[config.mk]
export PLATFORM = sky130hd
export DESIGN_NAME = tick_timer
export DESIGN_NICKNAME = d
export VERILOG_FILES = /design/src/rtl/tick_timer_pkg.sv /design/src/rtl/tick_prescaler.sv /design/src/rtl/tick_channel.sv /design/src/rtl/tick_regif.sv /design/src/rtl/tick_timer.sv
export SDC_FILE = /design/constraint.sdc
export NUM_CORES = 1
export LEC_CHECK = 0
export BUFFER_PORTS_ARGS = -buffer_cell sky130_fd_sc_hd__buf_2
export CORE_MARGIN = 4
export CORE_UTILIZATION = 30
export DETAILED_ROUTE_END_ITERATION = 10
export GPL_TIMING_DRIVEN = 0
export RECOVER_POWER = 50
export SLEW_MARGIN = 20
export SYNTH_ARGS = -nofsm -noshare
export SYNTH_HDL_FRONTEND = slang
export SYNTH_SLANG_ARGS = --single-unit
[constraint.sdc]
create_clock -name clk_i -period 3.2 [get_ports clk_i]
set_clock_uncertainty 0.15 [all_clocks]
set_input_delay 0.16 -clock clk_i [delete_from_list [all_inputs] [get_ports clk_i]]
set_output_delay 0.16 -clock clk_i [all_outputs]
set_load 0.005 [all_outputs]
[src/rtl/tick_timer_pkg.sv]
package tick_timer_pkg;
  localparam int unsigned DATA_W       = 32;
  localparam int unsigned BE_W         = DATA_W / 8;
  localparam int unsigned CTL_W        = 16;
  localparam int unsigned RATE_CNT     = 5;
  localparam int unsigned PSC_W        = 3;
  localparam int unsigned IE_BIT       = 5;
  localparam int unsigned UF_BIT       = 8;
  localparam int unsigned START_WORD   = 1;
  localparam int unsigned CH_BASE_WORD = 2;
  localparam int unsigned CH_STRIDE    = 3;

  typedef struct packed {
    logic rld;
    logic cnt;
    logic ctl;
  } ch_wr_t;

  function automatic logic [DATA_W-1:0] merge_be(input logic [DATA_W-1:0] cur,
                                                 input logic [DATA_W-1:0] wd,
                                                 input logic [BE_W-1:0]   be);
    logic [DATA_W-1:0] r;
    r = cur;
    for (int b = 0; b < int'(BE_W); b++)
      if (be[b]) r[8*b +: 8] = wd[8*b +: 8];
    return r;
  endfunction
endpackage

[src/rtl/tick_prescaler.sv]
module tick_prescaler
  import tick_timer_pkg::*;
#(
  parameter int unsigned STAGES = RATE_CNT
) (
  input  logic              clk_i,
  input  logic              rst_ni,
  output logic [STAGES-1:0] tick_o
);
  localparam int unsigned DIV_W = 2 * STAGES;

  logic [DIV_W-1:0] div_q;

  always_ff @(posedge clk_i or negedge rst_ni) begin
    if (!rst_ni) div_q <= '0;
    else         div_q <= div_q + 1'b1;
  end

  // stage k pulses once every 4^(k+1) clocks
  for (genvar k = 0; k < int'(STAGES); k++) begin : g_stage
    assign tick_o[k] = &div_q[2*k+1:0];
  end
endmodule

[src/rtl/tick_channel.sv]
module tick_channel
  import tick_timer_pkg::*;
(
  input  logic                clk_i,
  input  logic                rst_ni,
  input  logic                run_i,
  input  logic [RATE_CNT-1:0] rate_tick_i,
  input  ch_wr_t              wr_i,
  input  logic [DATA_W-1:0]   wdata_i,
  input  logic [BE_W-1:0]     be_i,
  output logic [DATA_W-1:0]   rld_o,
  output logic [DATA_W-1:0]   cnt_o,
  output logic [CTL_W-1:0]    ctl_o,
  output logic                irq_o
);
  logic [DATA_W-1:0] rld_q, cnt_q;
  logic [PSC_W-1:0]  psc_q;
  logic              ie_q, uf_q;
  logic              tick_sel, adv, uflow;

  always_comb begin
    tick_sel = 1'b0;
    for (int k = 0; k < int'(RATE_CNT); k++)
      if (psc_q == PSC_W'(k)) tick_sel = rate_tick_i[k];
  end

  assign adv   = run_i & tick_sel & ~wr_i.cnt;
  assign uflow = adv & (cnt_q == '0);

  always_ff @(posedge clk_i or negedge rst_ni) begin
    if (!rst_ni) begin
      rld_q <= '1;
    end else if (wr_i.rld) begin
      rld_q <= merge_be(rld_q, wdata_i, be_i);
    end
  end

  always_ff @(posedge clk_i or negedge rst_ni) begin
    if (!rst_ni)        cnt_q <= '1;
    else if (wr_i.cnt)  cnt_q <= merge_be(cnt_q, wdata_i, be_i);
    else if (uflow)     cnt_q <= rld_q;
    else if (adv)       cnt_q <= cnt_q - 1'b1;
  end

  always_ff @(posedge clk_i or negedge rst_ni) begin
    if (!rst_ni) begin
      psc_q <= '0;
      ie_q  <= 1'b0;
      uf_q  <= 1'b0;
    end else begin
      if (wr_i.ctl && be_i[0]) begin
        psc_q <= wdata_i[PSC_W-1:0];
        ie_q  <= wdata_i[IE_BIT];
      end
      if (uflow)                                        uf_q <= 1'b1;
      else if (wr_i.ctl && be_i[1] && !wdata_i[UF_BIT]) uf_q <= 1'b0;
    end
  end

  always_comb begin
    ctl_o            = '0;
    ctl_o[PSC_W-1:0] = psc_q;
    ctl_o[IE_BIT]    = ie_q;
    ctl_o[UF_BIT]    = uf_q;
  end

  assign rld_o = rld_q;
  assign cnt_o = cnt_q;
  assign irq_o = uf_q & ie_q;
endmodule

[src/rtl/tick_regif.sv]
module tick_regif
  import tick_timer_pkg::*;
#(
  parameter int unsigned NUM_CH = 3,
  parameter int unsigned ADDR_W = 6
) (
  input  logic                           clk_i,
  input  logic                           rst_ni,
  input  logic [ADDR_W-1:0]              addr_i,
  input  logic [DATA_W-1:0]              wdata_i,
  input  logic [BE_W-1:0]                be_i,
  input  logic                           wr_en_i,
  input  logic                           rd_en_i,
  input  logic [NUM_CH-1:0][DATA_W-1:0]  rld_i,
  input  logic [NUM_CH-1:0][DATA_W-1:0]  cnt_i,
  input  logic [NUM_CH-1:0][CTL_W-1:0]   ctl_i,
  output logic [NUM_CH-1:0]              run_o,
  output ch_wr_t [NUM_CH-1:0]            wr_o,
  output logic [DATA_W-1:0]              rdata_o
);
  localparam int unsigned WORD_W = ADDR_W - 2;

  logic [WORD_W-1:0] word;
  logic [NUM_CH-1:0] run_q;
  logic [DATA_W-1:0] rd_mux, rdata_q;

  assign word = addr_i[ADDR_W-1:2];

  always_ff @(posedge clk_i or negedge rst_ni) begin
    if (!rst_ni)
      run_q <= '0;
    else if (wr_en_i && be_i[0] && word == WORD_W'(START_WORD))
      run_q <= wdata_i[NUM_CH-1:0];
  end

  for (genvar n = 0; n < int'(NUM_CH); n++) begin : g_dec
    localparam int unsigned BASE = CH_BASE_WORD + CH_STRIDE * n;
    assign wr_o[n].rld = wr_en_i && (word == WORD_W'(BASE));
    assign wr_o[n].cnt = wr_en_i && (word == WORD_W'(BASE + 1));
    assign wr_o[n].ctl = wr_en_i && (word == WORD_W'(BASE + 2));
  end

  always_comb begin
    rd_mux = '0;
    if (word == WORD_W'(START_WORD)) rd_mux[NUM_CH-1:0] = run_q;
    for (int n = 0; n < int'(NUM_CH); n++) begin
      if (word == WORD_W'(CH_BASE_WORD + CH_STRIDE * n))     rd_mux = rld_i[n];
      if (word == WORD_W'(CH_BASE_WORD + CH_STRIDE * n + 1)) rd_mux = cnt_i[n];
      if (word == WORD_W'(CH_BASE_WORD + CH_STRIDE * n + 2)) rd_mux = {{(DATA_W-CTL_W){1'b0}}, ctl_i[n]};
    end
  end

  always_ff @(posedge clk_i or negedge rst_ni) begin
    if (!rst_ni)      rdata_q <= '0;
    else if (rd_en_i) rdata_q <= rd_mux;
  end

  assign run_o   = run_q;
  assign rdata_o = rdata_q;
endmodule

[src/rtl/tick_timer.sv]
module tick_timer
  import tick_timer_pkg::*;
#(
  parameter int unsigned NUM_CH = 3,
  parameter int unsigned ADDR_W = 6
) (
  input  logic              clk_i,
  input  logic              rst_ni,
  input  logic [ADDR_W-1:0] addr_i,
  input  logic [DATA_W-1:0] wdata_i,
  input  logic [BE_W-1:0]   be_i,
  input  logic              wr_en_i,
  input  logic              rd_en_i,
  output logic [DATA_W-1:0] rdata_o,
  output logic [NUM_CH-1:0] irq_o
);
  logic [RATE_CNT-1:0]          rate_tick;
  logic [NUM_CH-1:0]            run_q;
  ch_wr_t [NUM_CH-1:0]          ch_wr;
  logic [NUM_CH-1:0]            cnt_wr;
  logic [NUM_CH-1:0][DATA_W-1:0] rld_arr, cnt_arr;
  logic [NUM_CH-1:0][CTL_W-1:0]  ctl_arr;

  tick_prescaler #(.STAGES(RATE_CNT)) u_psc (
    .clk_i (clk_i),
    .rst_ni(rst_ni),
    .tick_o(rate_tick)
  );

  tick_regif #(.NUM_CH(NUM_CH), .ADDR_W(ADDR_W)) u_regif (
    .clk_i  (clk_i),
    .rst_ni (rst_ni),
    .addr_i (addr_i),
    .wdata_i(wdata_i),
    .be_i   (be_i),
    .wr_en_i(wr_en_i),
    .rd_en_i(rd_en_i),
    .rld_i  (rld_arr),
    .cnt_i  (cnt_arr),
    .ctl_i  (ctl_arr),
    .run_o  (run_q),
    .wr_o   (ch_wr),
    .rdata_o(rdata_o)
  );

  for (genvar n = 0; n < int'(NUM_CH); n++) begin : g_ch
    assign cnt_wr[n] = ch_wr[n].cnt;
    tick_channel u_ch (
      .clk_i      (clk_i),
      .rst_ni     (rst_ni),
      .run_i      (run_q[n]),
      .rate_tick_i(rate_tick),
      .wr_i       (ch_wr[n]),
      .wdata_i    (wdata_i),
      .be_i       (be_i),
      .rld_o      (rld_arr[n]),
      .cnt_o      (cnt_arr[n]),
      .ctl_o      (ctl_arr[n]),
      .irq_o      (irq_o[n])
    );
  end
endmodule

==> impl_metrics.xml <==
<?xml version="1.0" encoding="UTF-8"?>
<metrics>
  <group name="outcome">
    <metric name="status" unit="">finished with violations</metric>
    <metric name="failed_checks" unit="">design-rule violations</metric>
  </group>
  <group name="floorplan">
    <metric name="die_w" unit="um">231.4</metric>
    <metric name="coreArea" unit="um^2">49150</metric>
    <metric name="floorplan.rows" unit="">81</metric>
    <metric name="die_h" unit="um">231.4</metric>
    <metric name="ios" unit="">81</metric>
    <metric name="die-area" unit="um^2">53540</metric>
    <metric name="floorplan.initialDensity" unit="">0.3046</metric>
  </group>
  <group name="final_layout">
    <metric name="multi_input_area" unit="um^2">8132</metric>
    <metric name="sequential_cell_area" unit="um^2">6546</metric>
    <metric name="final_design_area_no_fill" unit="um^2">18040</metric>
    <metric name="nFillCells" unit="">4993</metric>
    <metric name="post_layout_nonfiller_instances" unit="">2408</metric>
    <metric name="postLayoutCoreUtil" unit="">0.3669</metric>
    <metric name="drive_above_1_share" unit="">0.2857</metric>
    <metric name="area_growth_syn_to_layout" unit="%">20.48</metric>
    <metric name="nNetsFinal" unit="">1772</metric>
  </group>
  <group name="critical_path">
    <metric name="critical_path_class" unit="">input pin to register</metric>
    <metric name="regToRegEndpoint" unit="">g_ch[1].u_ch.cnt_o[29]</metric>
    <metric name="timing.rr.start" unit="">g_ch[1].u_ch.cnt_o[11]</metric>
    <metric name="critical_path_peak_fanout" unit="">10</metric>
    <metric name="setup.worst_path.end_class" unit="">register</metric>
    <metric name="worst-r2r-cell-count" unit="">7</metric>
    <metric name="setup.reg_to_reg.worst_slack" unit="ns">0.07</metric>
    <metric name="cp-start-kind" unit="">input pin</metric>
    <metric name="critPathArrivalTime" unit="ns">3.49</metric>
    <metric name="cp.required" unit="ns">3.54</metric>
  </group>
  <group name="synth">
    <metric name="yosys_register_bits" unit="">252</metric>
    <metric name="ys.warnings.count" unit="">0</metric>
    <metric name="synth_cells" unit="">1563</metric>
    <metric name="async_flop_share" unit="">1.000</metric>
    <metric name="syn_avg_cell_area" unit="um^2">9.578</metric>
    <metric name="syn_nets" unit="">1616</metric>
    <metric name="number_of_synthesized_flops_with_an_enable_pin" unit="">0</metric>
    <metric name="portion_of_the_post_synthesis_area_used_by_sequential_elements" unit="">0.4373</metric>
    <metric name="most_used_flip_flop_cell_after_synthesis" unit="">sky130_fd_sc_hd__dfstp_2</metric>
    <metric name="post_synthesis_instance_area" unit="um^2">14970</metric>
    <metric name="synth_cell_type_count" unit="">76</metric>
  </group>
  <group name="detailed_routing">
    <metric name="finalWirelength" unit="um">63580</metric>
    <metric name="first_pass_iters" unit="">11</metric>
    <metric name="routed-via-count" unit="">14370</metric>
    <metric name="drc" unit="">1</metric>
    <metric name="wl_per_cell" unit="um">26.40</metric>
    <metric name="via_per_inst" unit="">5.967</metric>
    <metric name="drt_iter0_markers" unit="">1848</metric>
    <metric name="ant_nets" unit="">0</metric>
  </group>
  <group name="sta">
    <metric name="whs" unit="ns">0.03432</metric>
    <metric name="hold_fails_final_rpt" unit="">0</metric>
    <metric name="fin_worst_setup_slack" unit="ns">0.04888</metric>
    <metric name="number_of_setup_violations_in_the_final_report" unit="">0</metric>
    <metric name="rsz_0062_raised_after_global_routing" unit="">false</metric>
    <metric name="worst_slew_pin_slew" unit="ns">1.225</metric>
    <metric name="final_period_minus_worst_setup_slack" unit="ns">3.151</metric>
    <metric name="max_freq" unit="MHz">317.3</metric>
    <metric name="slew_margin_rel" unit="">0.1834</metric>
    <metric name="setup-tns-final" unit="ns">0</metric>
    <metric name="drv_slew" unit="">0</metric>
    <metric name="finalCritPeriodShare" unit="">0.9847</metric>
  </group>
  <group name="placement">
    <metric name="detailed_place_hpwl" unit="um">46530</metric>
    <metric name="port_buffers" unit="">75</metric>
    <metric name="placed_cells_incl_taps" unit="">2307</metric>
    <metric name="placed_cell_area" unit="um^2">16320</metric>
    <metric name="place_congestion" unit="">0.9901</metric>
    <metric name="place_worst_setup_slack" unit="ns">-1.351</metric>
  </group>
  <group name="grt">
    <metric name="first_global_vias" unit="">14020</metric>
    <metric name="largest_net_degree_at_the_start_of_global_routing" unit="">97</metric>
    <metric name="overflow" unit="">0</metric>
    <metric name="track_usage" unit="">0.2315</metric>
    <metric name="grt_first_pass_wirelength" unit="um">94060</metric>
    <metric name="grt_antenna_before_repair" unit="">2</metric>
  </group>
  <group name="clocking">
    <metric name="path_clk_slew" unit="ns">0.06</metric>
    <metric name="htree_num_levels" unit="">1</metric>
    <metric name="cts_sinks" unit="">252</metric>
    <metric name="numCtsBuffers" unit="">30</metric>
    <metric name="insertion_delay" unit="ns">0.59</metric>
    <metric name="cts_buffer_depth" unit="">3</metric>
    <metric name="clock_root_buffer_master" unit="">sky130_fd_sc_hd__clkbuf_16</metric>
    <metric name="cts_tree" unit="">built</metric>
  </group>
  <group name="run">
    <metric name="drv_cap" unit="">0</metric>
  </group>
  <group name="min_path">
    <metric name="worst_hold_path.num_cells" unit="">2</metric>
    <metric name="worstHoldEndpoint" unit="">u_regif.rdata_o[5]</metric>
    <metric name="timing.hold.worst.start" unit="">rd_en_i</metric>
    <metric name="worst_hold_path_type" unit="">input pin to register</metric>
  </group>
  <group name="power_and_ir_drop">
    <metric name="total_power" unit="mW">12.34</metric>
    <metric name="power.ir.vdd_worst" unit="uV">366.3</metric>
    <metric name="powerDensity" unit="nW/um^2">684.4</metric>
    <metric name="cellLeakagePower" unit="nW">6.986</metric>
  </group>
</metrics>
-- kinds of logic (layout without fill, tap and decap cells) --
group,Yosys count,in the layout,synth area share
simple gates,517,517,0.1707
mux,166,166,0.1206
xor+xnor,70,70,0.04095
buf+inv,140,320,0.03753
compound gates,411,411,0.1871
fa+ha+maj,7,7,0.005850
flops,252,252,0.4373
other cells,0,1,0
-- synthesized netlist by cell type (all sizes together) (21+ instances only) --
| master | count | area share |
|---|---|---|
| a221oi | 31 | 0.018 |
| inv | 40 | 0.010 |
| and3 | 24 | 0.010 |
| dfstp | 192 | 0.34 |
| o211ai | 21 | 0.011 |
| dfrtp | 60 | 0.10 |
| nor3 | 40 | 0.013 |
| a21oi | 76 | 0.025 |
| a22oi | 32 | 0.016 |
| nand2 | 127 | 0.032 |
| clkbuf | 84 | 0.021 |
| nor4 | 43 | 0.019 |
| mux2 | 115 | 0.087 |
| nand3 | 74 | 0.025 |
| a31oi | 42 | 0.018 |
| o21ai | 79 | 0.026 |
| xnor2 | 36 | 0.021 |
| mux2i | 51 | 0.034 |
| nor2 | 119 | 0.030 |
| xor2 | 34 | 0.020 |
-- layout make-up --
class	instances	share of cell area
multi-input combinational	1171	0.4509
sequential	252	0.3630
clock buffer	47	0.05196
timing repair buffer	129	0.04828
tap	664	0.04606
buffer	95	0.02324
inverter	40	0.008325
clock inverter	9	0.008186
antenna	1	0.0001387
-- metal layers --
metal,vias up,wire [um],share of wire,GRT usage
met4,0,2550,0.040,0.08946
met5,-,0,0,0
met1,7196,26810,0.42,0.3201
met2,803,27670,0.44,0.3509
met3,148,6549,0.10,0.05457
li1,6222,-,-,-
-- state kept, by name, indices dropped and copies added (netlist names) --
| signal | cells |
|---|---|
| g_ch.u_ch.cnt_o | 96 |
| g_ch.u_ch.rld_o | 96 |
| u_regif.rdata_o | 32 |
| u_psc.div_q | 10 |
| g_ch.u_ch.psc_q | 9 |
| g_ch.u_ch.ie_q | 3 |
| g_ch.u_ch.uf_q | 3 |
| u_regif.run_o | 3 |
-- power by group --
part / internal, mW / total (mW) / switching, mW
combinational: 1.37 / 3.10 / 1.73
sequential: 4.43 / 5.47 / 1.04
clock: 2.32 / 3.77 / 1.45
total: 8.12 / 12.3 / 4.22
-- what timing repair did --
action | 4_1_cts | 5_1_grt
hold endpoints to repair | 287 | 0
setup endpoints to repair | 96 | 83
hold buffers | 34 | 0
gates resized for setup | 38 | 27
gates cloned | 0 | 1
pin swaps | 5 | 4
buffers inserted | 12 | 2
-- how the worst max path moves through the flow --
stage / start / cells past startpoint / slack [ns] / end
6_report: wr_en_i / 7 / 0.05 / g_ch[2].u_ch.cnt_o[16]
5_1_grt: g_ch[2].u_ch.cnt_o[4] / 10 / 0.007 / g_ch[2].u_ch.cnt_o[21]
3_3_place_gp: rst_ni / 1 / -2.98 / u_regif.rdata_o[27]
3_5_place_dp: g_ch[2].u_ch.cnt_o[28] / 7 / -1.35 / g_ch[2].u_ch.cnt_o[1]
4_1_cts: u_psc.div_q[0] / 9 / -0.01 / g_ch[0].u_ch.cnt_o[19]
2_1_floorplan: g_ch[1].u_ch.cnt_o[11] / 8 / 0.28 / g_ch[1].u_ch.cnt_o[31]
-- worst max-delay path: stages --
cell,delay [ns]
sky130_fd_sc_hd__clkbuf_1,0.26
sky130_fd_sc_hd__clkbuf_1,0.70
sky130_fd_sc_hd__nand2_1,0.63
sky130_fd_sc_hd__clkbuf_1,0.51
sky130_fd_sc_hd__a21boi_1,0.92
sky130_fd_sc_hd__a21oi_1,0.17
sky130_fd_sc_hd__o21ai_0,0.13
-- cells in the final DEF, fill, tap and decap left out, drive strengths merged, types with 36 or more instances in the layout --
cell type  Yosys  layout
inv           40      40
nand3         74      74
buf           16      92
dfrtp         60      60
nor3          40      40
nor4          43      43
nand2        127     127
mux2i         51      51
mux2         115     115
clkbuf        84     145
nor2         119     119
a21oi         76      76
xnor2         36      36
o21ai         79      79
dfstp        192     192
a31oi         42      42
No activity file was read; power rests on OpenSTA's default activity.
